<file path="src/rtl/sd_reg_shim_pkg.sv">
package sd_reg_shim_pkg;
  localparam int DW = 32;

  localparam logic [7:0] OFF_BLKSIZE  = 8'h04;
  localparam logic [7:0] OFF_XFERMODE = 8'h0C;
  localparam logic [7:0] OFF_CMD      = 8'h0E;
  localparam logic [7:0] OFF_PRESENT  = 8'h24;
  localparam logic [7:0] OFF_HOSTCTL  = 8'h28;
  localparam logic [7:0] OFF_CLKCTL   = 8'h2C;
  localparam logic [7:0] OFF_SWRST    = 8'h2F;
  localparam logic [7:0] OFF_INTSTAT  = 8'h30;
  localparam logic [7:0] OFF_INTEN    = 8'h34;
  localparam logic [7:0] OFF_SIGEN    = 8'h38;
  localparam logic [7:0] OFF_HOSTCTL2 = 8'h3E;
  localparam logic [7:0] OFF_CAPS     = 8'h40;
  localparam logic [7:0] OFF_VENDOR   = 8'hC0;

  localparam logic [1:0] SZ_BYTE = 2'd0;
  localparam logic [1:0] SZ_HALF = 2'd1;
  localparam logic [1:0] SZ_WORD = 2'd2;

  typedef enum logic [3:0] {
    K_WR_WORD, K_WR_SUB, K_RD, K_XFERMODE, K_CMD, K_CLKCTL, K_HC2_WR,
    K_HC2_RD, K_BLKSIZE, K_HOSTCTL, K_INTEN, K_SWRST, K_PRESENT,
    K_INTSTAT, K_CAPS
  } accKind_t;

  typedef struct packed {
    logic needRead;
    logic needWrite;
  } accPlan_t;

  typedef struct packed {
    logic capture;
    logic rdPhase;
    logic wrPhase;
  } ctlStrobe_t;
endpackage

</file>
<file path="src/rtl/sd_reg_shim_ctrl.sv">
module sd_reg_shim_ctrl
  import sd_reg_shim_pkg::*;
(
  input  logic       clk,
  input  logic       rstN,
  input  logic       hReq,
  input  accPlan_t   livePlan,
  output logic       hReady,
  output ctlStrobe_t strobe
);
  typedef enum logic [1:0] {ST_IDLE, ST_RD, ST_WR} ctlState_t;

  ctlState_t state;
  logic      pendWrite;

  assign hReady         = (state == ST_IDLE);
  assign strobe.capture = hReady && hReq;
  assign strobe.rdPhase = (state == ST_RD);
  assign strobe.wrPhase = (state == ST_WR);

  always_ff @(posedge clk) begin
    if (!rstN) begin
      state     <= ST_IDLE;
      pendWrite <= 1'b0;
    end else begin
      unique case (state)
        ST_IDLE: if (strobe.capture) begin
          pendWrite <= livePlan.needWrite;
          if (livePlan.needRead)       state <= ST_RD;
          else if (livePlan.needWrite) state <= ST_WR;
        end
        ST_RD:   state <= pendWrite ? ST_WR : ST_IDLE;
        default: state <= ST_IDLE;
      endcase
    end
  end
endmodule

</file>
<file path="src/rtl/sd_reg_shim_datapath.sv">
module sd_reg_shim_datapath
  import sd_reg_shim_pkg::*;
#(
  parameter int AW = 8
) (
  input  logic          clk,
  input  logic          rstN,
  input  ctlStrobe_t    strobe,
  input  logic          hWe,
  input  logic [AW-1:0] hAddr,
  input  logic [1:0]    hSize,
  input  logic [DW-1:0] hWData,
  input  logic [DW-1:0] vRData,
  output accPlan_t      livePlan,
  output logic [AW-1:0] vAddr,
  output logic [DW-1:0] vWData,
  output logic [DW-1:0] hRData,
  output logic          hRValid
);
  localparam int HW = DW / 2;

  accKind_t      liveKind, reqKind;
  logic [AW-1:0] reqAddr;
  logic [1:0]    reqSize;
  logic [DW-1:0] reqData;
  logic [DW-1:0] rdLatch;
  logic [HW-1:0] scratch;
  logic [2:0]    uhsShadow;

  function automatic logic isAt(input logic [AW-1:0] a, input logic [7:0] off);
    return a == AW'(off);
  endfunction

  // live decode of the request offered on the host port
  always_comb begin
    if (hWe) begin
      if (isAt(hAddr, OFF_XFERMODE) && hSize == SZ_HALF)      liveKind = K_XFERMODE;
      else if (isAt(hAddr, OFF_CMD) && hSize == SZ_HALF)      liveKind = K_CMD;
      else if (isAt(hAddr, OFF_CLKCTL) && hSize == SZ_HALF)   liveKind = K_CLKCTL;
      else if (isAt(hAddr, OFF_HOSTCTL2) && hSize == SZ_HALF) liveKind = K_HC2_WR;
      else if (isAt(hAddr, OFF_BLKSIZE) && hSize != SZ_BYTE)  liveKind = K_BLKSIZE;
      else if (isAt(hAddr, OFF_HOSTCTL) && hSize == SZ_BYTE)  liveKind = K_HOSTCTL;
      else if ((isAt(hAddr, OFF_INTEN) || isAt(hAddr, OFF_SIGEN)) && hSize == SZ_WORD)
                                                              liveKind = K_INTEN;
      else if (isAt(hAddr, OFF_SWRST) && hSize == SZ_BYTE)    liveKind = K_SWRST;
      else if (hSize == SZ_WORD)                              liveKind = K_WR_WORD;
      else                                                    liveKind = K_WR_SUB;
    end else begin
      if (isAt(hAddr, OFF_HOSTCTL2) && hSize == SZ_HALF)      liveKind = K_HC2_RD;
      else if (isAt(hAddr, OFF_PRESENT) && hSize == SZ_WORD)  liveKind = K_PRESENT;
      else if (isAt(hAddr, OFF_INTSTAT) && hSize == SZ_WORD)  liveKind = K_INTSTAT;
      else if (isAt(hAddr, OFF_CAPS) && hSize == SZ_WORD)     liveKind = K_CAPS;
      else                                                    liveKind = K_RD;
    end
  end

  always_comb begin
    unique case (liveKind)
      K_XFERMODE:       livePlan = '{needRead: 1'b0, needWrite: 1'b0};
      K_CMD, K_WR_WORD,
      K_INTEN:          livePlan = '{needRead: 1'b0, needWrite: 1'b1};
      K_WR_SUB, K_CLKCTL, K_HC2_WR, K_BLKSIZE, K_HOSTCTL, K_SWRST:
                        livePlan = '{needRead: 1'b1, needWrite: 1'b1};
      default:          livePlan = '{needRead: 1'b1, needWrite: 1'b0};
    endcase
  end

  always_ff @(posedge clk) begin
    if (!rstN) begin
      reqKind   <= K_RD;
      reqAddr   <= '0;
      reqSize   <= SZ_WORD;
      reqData   <= '0;
      rdLatch   <= '0;
      scratch   <= '0;
      uhsShadow <= '0;
      hRData    <= '0;
      hRValid   <= 1'b0;
    end else begin
      hRValid <= strobe.rdPhase && !livePlanIsWrite(reqKind);
      if (strobe.capture) begin
        reqKind <= liveKind;
        reqAddr <= hAddr;
        reqSize <= hSize;
        reqData <= hWData;
        if (liveKind == K_XFERMODE) scratch   <= hWData[HW-1:0];
        if (liveKind == K_HC2_WR)   uhsShadow <= hWData[2:0];
      end
      if (strobe.rdPhase) begin
        rdLatch <= vRData;
        hRData  <= readView;
      end
    end
  end

  function automatic logic livePlanIsWrite(input accKind_t k);
    return !(k inside {K_RD, K_HC2_RD, K_PRESENT, K_INTSTAT, K_CAPS});
  endfunction

  // lane placement for sub-word accesses
  logic [4:0]    laneShift;
  logic [DW-1:0] sizeMask, laneMask;
  assign laneShift = {reqAddr[1:0], 3'b000};
  always_comb begin
    unique case (reqSize)
      SZ_BYTE: sizeMask = DW'(8'hFF);
      SZ_HALF: sizeMask = DW'(16'hFFFF);
      default: sizeMask = '1;
    endcase
  end
  assign laneMask = sizeMask << laneShift;

  function automatic logic [DW-1:0] mergeLane(input logic [DW-1:0] oldW,
                                               input logic [DW-1:0] val);
    return (oldW & ~laneMask) | ((val & sizeMask) << laneShift);
  endfunction

  // vendor address
  always_comb begin
    unique case (reqKind)
      K_CMD:                       vAddr = AW'(OFF_XFERMODE);
      K_CLKCTL, K_HC2_WR, K_HC2_RD: vAddr = AW'(OFF_VENDOR);
      default:                     vAddr = {reqAddr[AW-1:2], 2'b00};
    endcase
  end

  // vendor write word
  logic [DW-1:0] hostCtlNew;
  localparam logic [DW-1:0] HOSTCTL_FIELD = 32'h0000_FFF1;
  assign hostCtlNew = {22'b0, reqData[4:3], 7'b0, reqData[0]};

  always_comb begin
    vWData = mergeLane(rdLatch, reqData);
    unique case (reqKind)
      K_WR_WORD: vWData = reqData;
      K_CMD:     vWData = {reqData[HW-1:0], scratch};
      K_CLKCTL:  begin vWData = rdLatch; vWData[8] = reqData[2]; end
      K_HC2_WR:  begin vWData = rdLatch; vWData[1] = reqData[3]; end
      K_BLKSIZE: vWData = mergeLane(rdLatch, reqData & ~DW'(32'h7000));
      K_HOSTCTL: vWData = (rdLatch & ~HOSTCTL_FIELD) | hostCtlNew;
      K_INTEN:   begin
        vWData = reqData;
        if (reqData[25]) begin vWData[25] = 1'b0; vWData[28] = 1'b1; end
      end
      K_SWRST:   vWData = mergeLane(rdLatch, reqData) | (reqData[0] ? DW'(3'b111) : '0);
      default:   ;
    endcase
  end

  // host read view of the vendor word
  logic [DW-1:0] readView;
  always_comb begin
    unique case (reqKind)
      K_PRESENT: readView = {7'b0, vRData[23], vRData[27:24], vRData[19:0]};
      K_INTSTAT: begin
        readView = vRData;
        if (vRData[28]) begin readView[28] = 1'b0; readView[25] = 1'b1; end
      end
      K_CAPS: begin
        readView = vRData;
        if (vRData[20]) begin readView[20] = 1'b0; readView[19] = 1'b1; end
      end
      K_HC2_RD:  readView = {28'b0, vRData[1], uhsShadow};
      default:   readView = (vRData >> laneShift) & sizeMask;
    endcase
  end
endmodule

</file>
<file path="src/rtl/sd_reg_shim.sv">
module sd_reg_shim
  import sd_reg_shim_pkg::*;
#(
  parameter int AW = 8
) (
  input  logic          clk,
  input  logic          rstN,
  input  logic          hReq,
  input  logic          hWe,
  input  logic [AW-1:0] hAddr,
  input  logic [1:0]    hSize,
  input  logic [31:0]   hWData,
  output logic          hReady,
  output logic          hRValid,
  output logic [31:0]   hRData,
  output logic          vRe,
  output logic          vWe,
  output logic [AW-1:0] vAddr,
  output logic [31:0]   vWData,
  input  logic [31:0]   vRData
);
  ctlStrobe_t strobe;
  accPlan_t   livePlan;

  sd_reg_shim_ctrl u_ctrl (
    .clk      (clk),
    .rstN     (rstN),
    .hReq     (hReq),
    .livePlan (livePlan),
    .hReady   (hReady),
    .strobe   (strobe)
  );

  sd_reg_shim_datapath #(.AW(AW)) u_dp (
    .clk      (clk),
    .rstN     (rstN),
    .strobe   (strobe),
    .hWe      (hWe),
    .hAddr    (hAddr),
    .hSize    (hSize),
    .hWData   (hWData),
    .vRData   (vRData),
    .livePlan (livePlan),
    .vAddr    (vAddr),
    .vWData   (vWData),
    .hRData   (hRData),
    .hRValid  (hRValid)
  );

  assign vRe = strobe.rdPhase;
  assign vWe = strobe.wrPhase;
endmodule

</file>
<file path="config.mk">
export PLATFORM = sky130hd
export DESIGN_NAME = sd_reg_shim
export DESIGN_NICKNAME = d
export VERILOG_FILES = /design/src/rtl/sd_reg_shim_pkg.sv /design/src/rtl/sd_reg_shim_ctrl.sv /design/src/rtl/sd_reg_shim_datapath.sv /design/src/rtl/sd_reg_shim.sv
export SDC_FILE = /design/constraint.sdc
export NUM_CORES = 1
export LEC_CHECK = 0
export BUFFER_PORTS_ARGS = -buffer_cell sky130_fd_sc_hd__buf_2
export CORE_ASPECT_RATIO = 1.25
export CORE_MARGIN = 2
export CORE_UTILIZATION = 45
export CTS_CLUSTER_SIZE = 30
export DETAILED_ROUTE_END_ITERATION = 8
export PLACE_DENSITY_LB_ADDON = 0.25
export REMOVE_ABC_BUFFERS = 1
export SYNTH_ARGS = -nofsm -noshare
export SYNTH_HDL_FRONTEND = slang
export SYNTH_HIERARCHICAL = 1
export SYNTH_SLANG_ARGS = --single-unit
</file>
<file path="constraint.sdc">
create_clock -name clk -period 3.9 [get_ports clk]
set_input_delay 0 -clock clk [delete_from_list [all_inputs] [get_ports clk]]
set_output_delay 0 -clock clk [all_outputs]
set_load 0.01 [all_outputs]
</file>
# Word level (Yosys, flattened, before mapping)
# Memory sizes are Yosys's and may differ from the RTL's.
# Index checks and enable logic that the tools add are counted.
[word_totals]
memories = 1
input_bits = 78
out_inout_bits = 76
wordCells = 110
romBits = 32
register_bits = 133
[memory_table]
columns = ["name", "words", "width", "rd", "rd_clocked_by_memory_dff", "write_ports", "line", "source"]
rows = [
  ["(name not given)", 16, 2, 1, 0, 0, "sd_reg_shim_datapath.sv:58", "unique case (liveKind)"],
]
[classes]
n_mux = 27
n_eq_ne = 33
reduce_logical = 25
n_bitwise = 9
shifts = 4
[op_table]
columns = ["operator", "count"]
rows = [
  ["$pmux W32 S8", 1],
  ["$and A32 B32 Y32", 4],
  ["$pmux W32 S4", 1],
  ["$or A32 B32 Y32", 3],
  ["$shl A32 B5 Y32", 3],
  ["$eq A8 B6 Y1 const B", 8],
  ["$pmux W32 S2", 1],
  ["$mux W4", 13],
  ["$not A32 Y32", 1],
  ["$or A32 B10 Y32", 1],
  ["$shr A32 B5 Y32", 1],
  ["$eq A4 B4 Y1 const B", 7],
  ["$eq A4 B3 Y1 const B", 5],
  ["$eq A8 B4 Y1 const B", 2],
  ["$pmux W8 S2", 1],
  ["$logic_and A1 B1 Y1", 13],
  ["$eq A4 B2 Y1 const B", 2],
  ["$eq A8 B3 Y1 const B", 1],
  ["$eq A8 B7 Y1 const B", 1],
  ["$mux W2", 4],
  ["$reduce_and A2 Y1", 4],
  ["$eq A2 B1 Y1 const B", 3],
  ["$logic_not A2 Y1", 3],
  ["$reduce_bool A5 Y1", 1],
  ["other kinds (10)", 14],
]

# Logic depth before layout (Yosys ltp)
# Gate-level depths: netlist of run 1.
# An unclocked memory read counts as a cell.
[depth]
word_depth = 16
ltp_mapped = 12

# Modules after synthesis
# Netlist of run 1, hierarchy kept.
[modules_own_cells]
columns = ["mod", "area_per_inst_um2", "n_inst", "cells_per_inst"]
rows = [
  ["sd_reg_shim_datapath", 7626.1, 1, 967],
  ["sd_reg_shim_ctrl", 142.6, 1, 13],
]

# Least setup slack after synthesis of run 1
# Ideal clock, no wire load.
[synth_timing]
kind = "input -> register"
start = "input hAddr[2]"
end = "register u_ctrl.state[1]"
cell_stages = 12
setup_ns = 0.117
arrival_ns = 2.101
slack_ns = 1.682
path_buffers = 1
path_cell_list = "buf_4 > and3b_2 > nand4b_1 > or4_1 > nor3b_1 > o21a_1 > inv_1 > ha_1 > mux2i_1 > o21a_1 > and3b_1 > a32o_1"
[synth_lines]
columns = ["item", "line", "source"]
rows = [
  ["start, declared", "sd_reg_shim.sv:10", "input logic [AW-1:0] hAddr,"],
  ["end signal, assigned", "sd_reg_shim_ctrl.sv:32", "ST_RD: state <= pendWrite ? ST_WR : ST_IDLE;"],
  ["end, declared", "sd_reg_shim_ctrl.sv:13", "ctlState_t state;"],
]

# Worst setup path in the final report of run 1
[layout_timing]
start = "register u_dp.reqKind[3]"
end = "output vWData[3]"
[layout_via]
elab_chain_cells = 2
[layout_rtl]
columns = ["item", "line", "source"]
rows = [
  ["start, declared", "sd_reg_shim_datapath.sv:22", "accKind_t liveKind, reqKind;"],
  ["start signal, assigned", "sd_reg_shim_datapath.sv:82", "reqKind <= liveKind;"],
  ["$eq A4 B4 Y1, or another cell as far along", "n/a", ""],
  ["$pmux W32 S8 (*)", "sd_reg_shim_datapath.sv:134", "unique case (reqKind)"],
  ["end, declared", "sd_reg_shim.sv:19", "output logic [31:0] vWData,"],
]
# Every way passes the cells marked *; elsewhere a longest branch is shown, timed or not.

==> out/qor.csv, run 1 <==
metric;value;unit
syn_area;7770;sq um
root_buffer;clkbuf_16;
synth_largest_area_cell;dfxtp_1;
die_y;151;um
path_clk_slew;0.06;ns
p_per_area;406;nW/um^2
setup_violations;0;
ys_warn_count;6;
die_w;122;um
p_seq_share;38.1;%
endpoint_kind;output port;
gp_congestion;0.937;
synth-edff-count;0;
synthXorXnorAreaFrac;0.338;%
worst_pin_slew;1.15;ns
leakagePower;4.16;nW
drcViolationCount;1;
grt_max_degree;65;
synthAdderAreaFrac;0.483;%
pwr-share-comb;22.2;%
cts.repair.resized;0;
p_clk_share;39.7;%
layout_worst_path_cycle_share;87.2;%
htree_levels;4;
irDropWorstVdd;0.292;mV
io_buffers;151;
p_int;2.79;mW
clock_sinks;133;
yosys_register_bits;133;
drive_gt1_share;20.1;%
hold_path.class;input port to flop;
slew_headroom;22.9;%
cts_tree;built;
nFillCells;1574;
path_class;flop to output port;
dr.pass1.iters;9;
required;3.90;ns
finalClockSkew;0.0117;ns
power.switching;1.26;mW
total_power;4.05;mW
synth_area_leaders;dfxtp_1 (34%), mux2i_1 (15%), nand2_1 (6.4%), o21ai_0 (5.7%), nor2_1 (5.5%);
wire_per_inst;19.6;um
grt_remaining_overflow;0;
reg2reg_slack;1.09;ns
vias;8339;
place_ws;1.09;ns
grt_pass1_wl;42000;um
first_iter_violations;1250;
yosysTopAreaCellShare;34.3;%
wirelength;27400;um
outcome;finished with violations;
synth_area_per_cell;7.93;sq um
yosysSeqAreaShare;34.3;%
layout.nets;1246;
synthMuxAreaShare;17.0;%
synthCells;980;
startpoint_type;flop;
hold_violations;0;
synth_cell_types;72;
slew_violations;0;
yosys.area_share.simple;19.4;%
p_sw_share;31.0;%
rows;53;
rsz0062_at_grt;false;
cts_buffers;17;
setup_ws;0.501;ns
synth-main-ff-cell;dfxtp_1;
antenna_found_initial;1;
fin_setup_tns;0;ns
dp.cells;1290;
dp_hpwl;18800;um
min_period;3.40;ns
synth_top_family_by_area;compound AO/OA/AOI/OAI gates;
ys_async_sr_fraction;0;%
ant_nets;0;
fin_cells;1399;
critPathArrivalTime;3.40;ns
core;16800;sq um
syn2layout_area_growth;28.3;%
grt_pass1_vias;7753;
avgViaCountPerCell;5.96;
clk_latency;0.43;ns
initial_utilization;46.1;%
clockBufferDepth;2;
die_area;18300;sq um
drv_cap;0;
path_max_fanout;23;
pin_count;154;
groute.usage.overall;29.5;%
violations;DRC;
fmax;294;MHz
synth_compound_area_share;22.8;%
-- state kept, by name, indices dropped and copies added (netlist names) --
register          count
u_dp/scratch         16
u_dp/reqAddr          8
u_dp/reqData         32
u_dp/reqKind          4
u_dp/hRData          32
u_ctrl/state          2
u_dp/hRValid          1
u_dp/uhsShadow        3
u_ctrl/pendWrite      1
u_dp/reqSize          2
u_dp/rdLatch         32
-- final timing paths --
kind	startpoint	end	cells past startpoint
hold / removal	hAddr[4]	u_dp/reqAddr[4]	3
hold reg to reg	u_dp/scratch[8]	u_dp/scratch[8]	2
setup reg to reg	u_dp/reqKind[0]	u_dp/hRData[23]	9
setup / recovery	u_dp/reqKind[3]	vWData[3]	7
-- synth_stat cells, drive strengths merged (5+ instances only) --
| cell type | n |
|---|---|
| o211ai | 10 |
| and3 | 7 |
| mux2 | 16 |
| buf | 21 |
| a31oi | 15 |
| nand2 | 133 |
| a22oi | 16 |
| and2 | 8 |
| mux2i | 114 |
| and3b | 5 |
| o21ai | 92 |
| inv | 19 |
| a21oi | 63 |
| o221ai | 9 |
| dfxtp | 133 |
| nand3 | 19 |
| nor4 | 5 |
| nor2b | 10 |
| clkbuf | 62 |
| nor2 | 114 |
| nand4 | 7 |
| a222oi | 18 |
| nor3 | 6 |
| a221oi | 6 |
| nor3b | 5 |
| a32oi | 8 |
-- worst max-delay path: stages, from the launching register on --
cell and delay [ns]:
dfxtp_1 0.53, nor2_1 0.37, o21ai_0 0.20, and3_1 0.37, o31ai_1 0.93, a22oi_1 0.29
nand2_1 0.15, buf_2 0.13
-- timing repair --
action / in CTS / in global routing
setup buffers: 0 / 0
hold buffers: 76 / 0
endpoints found under the hold margin: 120 / 0
-- stage by stage --
| stage | utilization (%) | cell area (sq um) | hold slack, ns |
|---|---|---|---|
| 6_report | 59.2 | 9970 | 0.0226 |
| 5_1_grt | 59.2 | 9970 | 0.0460 |
| 4_1_cts | 59.2 | 9970 | 0.00783 |
| 3_5_place_dp | 51.2 | 8620 | 0.243 |
| 3_3_place_gp | 51.2 | 8620 | 0.235 |
| 2_1_floorplan | - | 7410 | 0.0619 |
-- metal layers --
layer	GRT usage [%]	vias to the layer above	share of wire, %
met3	4.67	66	7.5
met5	0	-	0
met1	36.5	3945	40
met4	11.7	0	3.3
met2	51.1	412	50
li1	-	3916	-
-- placed cells by master (no fill, tap or decap), types with 15 or more instances in the layout --
master | Yosys | final
nor2_1 | 113 | 113
dfxtp_1 | 133 | 132
a222oi_1 | 18 | 18
a22oi_1 | 16 | 16
nand3_1 | 19 | 19
dlygate4sd3_1 | 0 | 76
a21oi_1 | 63 | 63
buf_2 | 5 | 151
nand2_1 | 132 | 132
clkbuf_16 | 0 | 17
buf_4 | 3 | 21
mux2i_1 | 114 | 114
a31oi_1 | 15 | 15
mux2_2 | 16 | 16
inv_1 | 19 | 18
o21ai_0 | 89 | 89
-- cell type report --
cell class | count | area (sq um) | area share [%]
sequential | 133 | 2660 | 26.7
inverter | 20 | 75.1 | 0.753
antenna | 1 | 2.50 | 0.0251
timing repair buffer | 248 | 1670 | 16.8
multi-input combinational | 745 | 4690 | 47.1
clock inverter | 11 | 126 | 1.27
tap | 220 | 275 | 2.76
clock buffer | 21 | 460 | 4.62
-- cells by family (layout without fill, tap and decap cells) --
family / count (synthesis) / in the layout
simple gates: 332 / 332
compound gates: 275 / 275
flops: 133 / 133
mux: 130 / 130
buf+inv: 103 / 300
fa+ha+maj: 3 / 3
xor+xnor: 3 / 3
other cells: 1 / 3
-- power by group through the flow --
stage	sequential (mW)	clock, mW	combinational, mW
final	1.54	1.61	0.901
after floorplan	1.56	0	0.486
after detailed placement	1.57	0	0.825
after global routing	1.55	1.68	0.977
after global placement	1.56	0	0.823
after CTS	1.54	1.62	0.888
Power figures use the tool's default switching activity.
==> run 2: changes to the inputs <==
ABC_AREA = 1   (was not set)
==> run 2 against run 1 <==
The flow now finishes without violations. Synthesized area increased by 0.90%. Synthesized cell count grew 22%. Die area grew 0.88%. Non-clock buffer count down 9. Setup slack improved by 0.10 ns. Routed wire length up 6.1%. Critical path type unchanged.
==> out/qor.csv, run 2 <==
metric;value;unit;change
layout_common_cells;nand2_1 (198), inv_1 (160), buf_2 (151);;
timing.rr.end;u_dp/hRData[25];;
yosysSeqAreaShare;34.0;%;-0.31 points
layout_commonest_cell;nand2_1;;
path_class;flop to output port;;
min_period;3.30;ns;-0.103 ns
synthCells;1197;;+22%
utilization;59.4;%;+0.21 points
dp_hpwl;20400;um;+8.8%
required;3.90;ns;about the same
drive_gt1_share;18.7;%;-1.5 points
endpoint;vWData[20];;
die_area;18500;sq um;+0.88%
slew_violations;0;;unchanged
root_buffer;clkbuf_16;;
io_buffers;151;;unchanged
rsz0062_at_grt;false;;
vias;9188;;+10%
fmax;303;MHz;+3.1%
n_antenna_cell;0;;-1
yosys_register_bits;133;;unchanged
path_max_fanout;23;;unchanged
p_per_area;441;nW/um^2;+8.5%
critPathArrivalTime;3.30;ns;-0.10 ns
grt_pass1_wl;44500;um;+5.8%
ys_async_sr_fraction;0;%;unchanged
slowest_stage;dfxtp_1;;
clock_sinks;133;;unchanged
htree_levels;4;;unchanged
rr_worst_depth;9;;unchanged
synth-edff-count;0;;unchanged
antenna_found_initial;0;;-1
ys_warn_count;6;;unchanged
hold_violations;0;;unchanged
path_cells;inv_2 -> nor2_2 -> inv_2 -> o21ai_1 -> inv_1 -> a21oi_1 -> nand2_1 -> nand2_1 -> o211ai_1 -> buf_2;;
die_w;122;um;+0.44%
rows;53;;unchanged
core;16900;sq um;+0.39%
startpoint_type;flop;;
setup_violations;0;;unchanged
largestRegisters;u_dp/hRData x32, u_dp/rdLatch x32, u_dp/reqData x32;;
reg2reg_slack;1.26;ns;+0.17 ns
endpoint_kind;output port;;
leakagePower;4.64;nW;+12%
worst_pin_slew;0.956;ns;-0.194 ns
irDropWorstVdd;0.290;mV;-0.58%
final_area;10000;sq um;+0.75%
ant_nets;0;;unchanged
cts_buffers;17;;unchanged
grt_remaining_overflow;0;;unchanged
dr.pass1.iters;8;;-1
gp_congestion;1.00;;+7.1%
groute.usage.overall;30.9;%;+1.5 points
die_y;152;um;+0.44%
clk_latency;0.42;ns;about the same
dpl_cell_area;8670;sq um;+0.62%
pin_count;154;;unchanged
synth_area_leaders;dfxtp_1 (34%), nand2_1 (9.5%), o21ai_0 (9.1%), inv_1 (7.7%), a21oi_1 (7.5%);;
cts_tree;built;;
initial_utilization;46.4;%;+0.23 points
hold_path.class;input port to flop;;
clockBufferDepth;2;;unchanged
slowest_delay;0.84;ns;-0.09 ns
finalClockSkew;0.00693;ns;-0.00481 ns
layout.nets;1467;;+18%
syn_area;7840;sq um;+0.90%
drv_cap;0;;unchanged
synth-main-ff-cell;dfxtp_1;;
drcViolationCount;0;;-1
worstSetupStartpoint;u_dp/reqAddr[1];;
path_clk_slew;0.06;ns;about the same
cts.repair.resized;0;;unchanged
synth_largest_area_cell;dfxtp_1;;
wire_per_inst;17.9;um;-8.3%
avgViaCountPerCell;5.68;;-4.8%
grt_pass1_vias;8364;;+7.9%
yosysTopAreaCellShare;34.0;%;-0.31 points
outcome;finished, final reports clean;;
synth_cell_types;43;;-40%
synth.most_common_cell;nand2_1;;
first_iter_violations;1047;;-16%
total_power;4.43;mW;+9.3%
wirelength;29100;um;+6.1%
fin_setup_tns;0;ns;unchanged
slew_headroom;35.9;%;+13 points
synth_area_per_cell;6.55;sq um;-17%
yosys-top-cells-count;nand2_1 (198), inv_1 (160), o21ai_0 (143);;
nFillCells;1648;;+4.7%
layout_worst_path_cycle_share;84.5;%;-2.6 points
syn2layout_area_growth;28.1;%;
grt_max_degree;76;;+17%
reg2reg_from;u_dp/reqAddr[1];;
run 2: cell types whose count changed after synthesis, sizes merged, moves of 15 or more:
cell / before / now
nor2: 114 / 140
o22ai: 3 / 28
mux2: 16 / 0
nand2: 133 / 218
nand4: 7 / 24
a222oi: 18 / 0
a21oi: 63 / 118
inv: 19 / 173
clkbuf: 62 / 47
nand3: 19 / 34
mux2i: 114 / 0
o21ai: 92 / 154
run 2: area by class of cell:
| cell class | instances | area (sq um) | share of cell area [%] |
|---|---|---|---|
| inverters | 174 | 653 | 6.50 |
| clock inverters | 14 | 201 | 2.01 |
| clock buffers | 18 | 429 | 4.27 |
| flip-flops and latches | 133 | 2660 | 26.5 |
| repair buffers | 239 | 1600 | 15.9 |
| multi-input cells | 821 | 4220 | 42.0 |
| well taps | 220 | 275 | 2.74 |
run 2: routing by layer:
layer	track usage, %	part of all wire, %	vias up	wire length, um
li1	-	-	4417	-
met5	0	0	-	0
met2	50.8	46	530	13400
met3	4.00	8.0	117	2310
met1	39.6	41	4124	11900
met4	16.1	5.0	0	1450
run 2: kinds of logic (layout without fill, tap and decap cells):
family	count (synthesis)	in the layout	share of synthesized area, %
fa+ha+maj	3	3	0.479
simple gates	429	429	24.4
compound gates	387	387	28.8
buf+inv	244	445	12.3
other cells	1	2	0.0478
flops	133	133	34.0
run 2: critical path, delay by kind of cell (launching register included):
family / cells / cell delay, ns
flops: 1 / 0.84
compound gates: 3 / 0.50
buf+inv: 4 / 0.98
simple gates: 3 / 0.54
run 2: stage by stage:
step	std cells	setup slack, ns	hold WS (ns)
after global placement	1513	1.23	0.225
after floorplan	1128	-0.704	0.113
after detailed placement	1513	1.17	0.228
after CTS	1619	0.722	0.00518
final	1619	0.604	0.0101
after global routing	1619	0.413	0.0598
run 2: worst min-delay path by stage:
stage / from / endpoint / slack (ns) / cells past startpoint
floorplan: rstN / u_dp/hRData[31] / 0.11 / 2
global placement: hWData[17] / u_dp/reqData[17] / 0.22 / 3
detailed placement: hWData[16] / u_dp/reqData[16] / 0.23 / 3
CTS: vRData[1] / u_dp/rdLatch[1] / 0.005 / 5
global route: vRData[30] / u_dp/hRData[14] / 0.06 / 5
finish: vRData[1] / u_dp/rdLatch[1] / 0.01 / 5
run 2: where the power goes:
group	leakage (nW)	switching, mW	internal (mW)
combinational	3.25	0.747	0.392
clock	0.301	0.645	1.08
sequential	1.09	0.0975	1.47
total	4.64	1.49	2.94
run 2: repair_timing:
item / 4_1_cts / 5_1_grt
hold endpoints to repair: 117 / 0
hold buffers: 74 / 0
setup buffers: 0 / 0
==> run 3: changes to the inputs <==
clock period = 3.1 ns   (was 3.9 ns; I/O delays follow)
==> run 3 against run 2 <==
Final area increased by 1.8%. Global-route usage increased by 0.36 points. Utilization increased by 1.1 points. Sequential share of layout area decreased by 0.46 points. Routed wire length about the same.
==> out/qor.csv, run 3 (synthesized netlist as in run 2, its figures left out) <==
metric;value;unit;change
p_seq_share;33.4;%;-2.0 points
rows;53;;unchanged
finalClockSkew;0.00778;ns;+0.000845 ns
pwr-share-comb;24.5;%;-1.2 points
setup_violations;0;;unchanged
cts_buffers;17;;unchanged
root_buffer;clkbuf_16;;
syn2layout_area_growth;30.4;%;
die_area;18500;sq um;unchanged
p_sw_share;31.0;%;-2.7 points
fmax;367;MHz;
startpoint_type;flop;;
layout_commonest_cell;nand2_1;;
path_clk_slew;0.05;ns;about the same
dp_hpwl;20800;um;+1.6%
setup_ws;0.376;ns;-0.228 ns
reg2reg_slack;0.48;ns;-0.78 ns
grt_remaining_overflow;0;;unchanged
die_w;122;um;unchanged
required;3.10;ns;-0.80 ns
timing.rr.end;u_dp/hRData[22];;
layout_common_cells;nand2_1 (198), inv_1 (160), buf_2 (151);;
critPathArrivalTime;2.72;ns;-0.58 ns
final_area;10200;sq um;+1.8%
top_layer;met4;;
ant_nets;0;;unchanged
irDropWorstVdd;0.336;mV;+16%
cts_tree;built;;
drive_gt1_share;19.0;%;+0.31 points
path_class;flop to output port;;
clock_sinks;133;;unchanged
place_ws;0.848;ns;-0.322 ns
holdCritStartpoint;hWe;;
p_per_area;576;nW/um^2;+31%
rsz0062_at_grt;false;;
n_antenna_cell;0;;unchanged
vias;9124;;-0.70%
die_y;152;um;unchanged
avgViaCountPerCell;5.60;;-1.2%
largestRegisters;u_dp/hRData x32, u_dp/rdLatch x32, u_dp/reqData x32;;
pin_count;154;;unchanged
drv_cap;0;;unchanged
htree_levels;4;;unchanged
first_iter_violations;1167;;+11%
groute.usage.overall;31.3;%;+0.36 points
rr_worst_depth;8;;-1
slew_violations;0;;unchanged
path_max_fanout;10;;-57%
antenna_found_initial;0;;unchanged
wirelength;29100;um;about the same
leakagePower;4.74;nW;+2.1%
grt_pass1_vias;8615;;+3.0%
total_power;5.89;mW;+33%
grt_pass1_wl;44800;um;+0.79%
dpl_cell_area;8720;sq um;+0.52%
wl_met1;12100;um;+1.9%
clk_latency;0.42;ns;about the same
nFillCells;1649;;+0.061%
core;16900;sq um;unchanged
outcome;finished, final reports clean;;
hold_violations;0;;unchanged
endpoint_kind;output port;;
min_period;2.72;ns;
layout.nets;1477;;+0.68%
gp_congestion;1.03;;+2.9%
route.met2.wl;13400;um;-0.34%
initial_utilization;46.4;%;unchanged
power.switching;1.82;mW;+22%
drcViolationCount;0;;unchanged
hold_path.class;input port to flop;;
cts.repair.resized;0;;unchanged
grt_max_degree;76;;unchanged
p_int;4.07;mW;+38%
slew_headroom;36.3;%;+0.39 points
holdPathStages;5;;unchanged
p_clk_share;42.1;%;+3.2 points
worst_pin_slew;0.955;ns;-0.000551 ns
fin_setup_tns;0;ns;unchanged
reg2reg_from;u_dp/reqKind[3];;
worstHoldEndpoint;u_dp/reqKind[3];;
io_buffers;151;;unchanged
dr.pass1.iters;6;;-2
layout_worst_path_cycle_share;87.9;%;
clockBufferDepth;2;;unchanged
wl_met3;2350;um;+1.7%
hold_ws;0.0899;ns;+0.0798 ns
wire_per_inst;17.8;um;-0.58%
run 3: cell types whose count changed in the layout (fill, tap and decap cells not counted):
cell           change
buf_4              +6
bufinv_16          +4
dlygate4sd3_1      +4
clkinv_4           -3
clkbuf_8           +2
clkinvlp_4         -2
clkbuf_1           -1
inv_6              -1
run 3: layer usage:
| layer | GRT usage, % | vias up |
|---|---|---|
| met5 | 0 | - |
| met4 | 17.9 | 0 |
| met2 | 49.9 | 479 |
| met1 | 40.3 | 4124 |
| met3 | 4.49 | 86 |
| li1 | - | 4435 |
run 3: timing repair:
action,4_1_cts,5_1_grt
endpoints found under the hold margin,119,0
hold buffers,78,0
buffers inserted,0,0
run 3: worst max-delay path, stage by stage, from the launching register on:
cell and delay, ns:
dfxtp_1 0.53, inv_2 0.07, nor2_2 0.41, inv_2 0.23
o21ai_1 0.18, inv_1 0.19, a221oi_1 0.31, o21ai_0 0.18
buf_2 0.19
run 3: how the worst max path moves through the flow:
stage / from / end / slack, ns / depth (start not counted)
floorplan: u_ctrl/state[0] / u_dp/hRData[30] / -1.50 / 5
detailed placement: hAddr[7] / u_dp/scratch[0] / 0.85 / 16
CTS: u_dp/reqAddr[1] / vWData[20] / 0.48 / 10
global placement: hAddr[7] / u_dp/scratch[3] / 0.87 / 16
global route: u_dp/reqAddr[1] / vWData[22] / 0.29 / 10
finish: u_dp/reqAddr[1] / vWData[18] / 0.38 / 8
run 3: final cells by class:
cell class                 count  area, sq um  area share (%)
tap                          220          275            2.69
clock buffer                  19          453            4.43
inverter                     174          653            6.39
timing repair buffer         249         1690            16.5
multi-input combinational    821         4220            41.3
sequential                   133         2660            26.0
clock inverter                12          272            2.66
run 3: per-stage QoR:
stage / std cells / util, %
detailed placement: 1519 / 51.6
global placement: 1519 / 51.6
floorplan: 1128 / -
global route: 1628 / 60.5
finish: 1628 / 60.5
CTS: 1628 / 60.5
run 3: power by group through the flow:
stage | combinational [mW] | clock (mW) | sequential, mW
5_1_grt | 1.57 | 2.58 | 1.98
3_5_place_dp | 1.33 | 0 | 2.00
4_1_cts | 1.42 | 2.51 | 1.96
2_1_floorplan | 0.773 | 0 | 1.98
6_report | 1.44 | 2.48 | 1.97
3_3_place_gp | 1.33 | 0 | 2.00
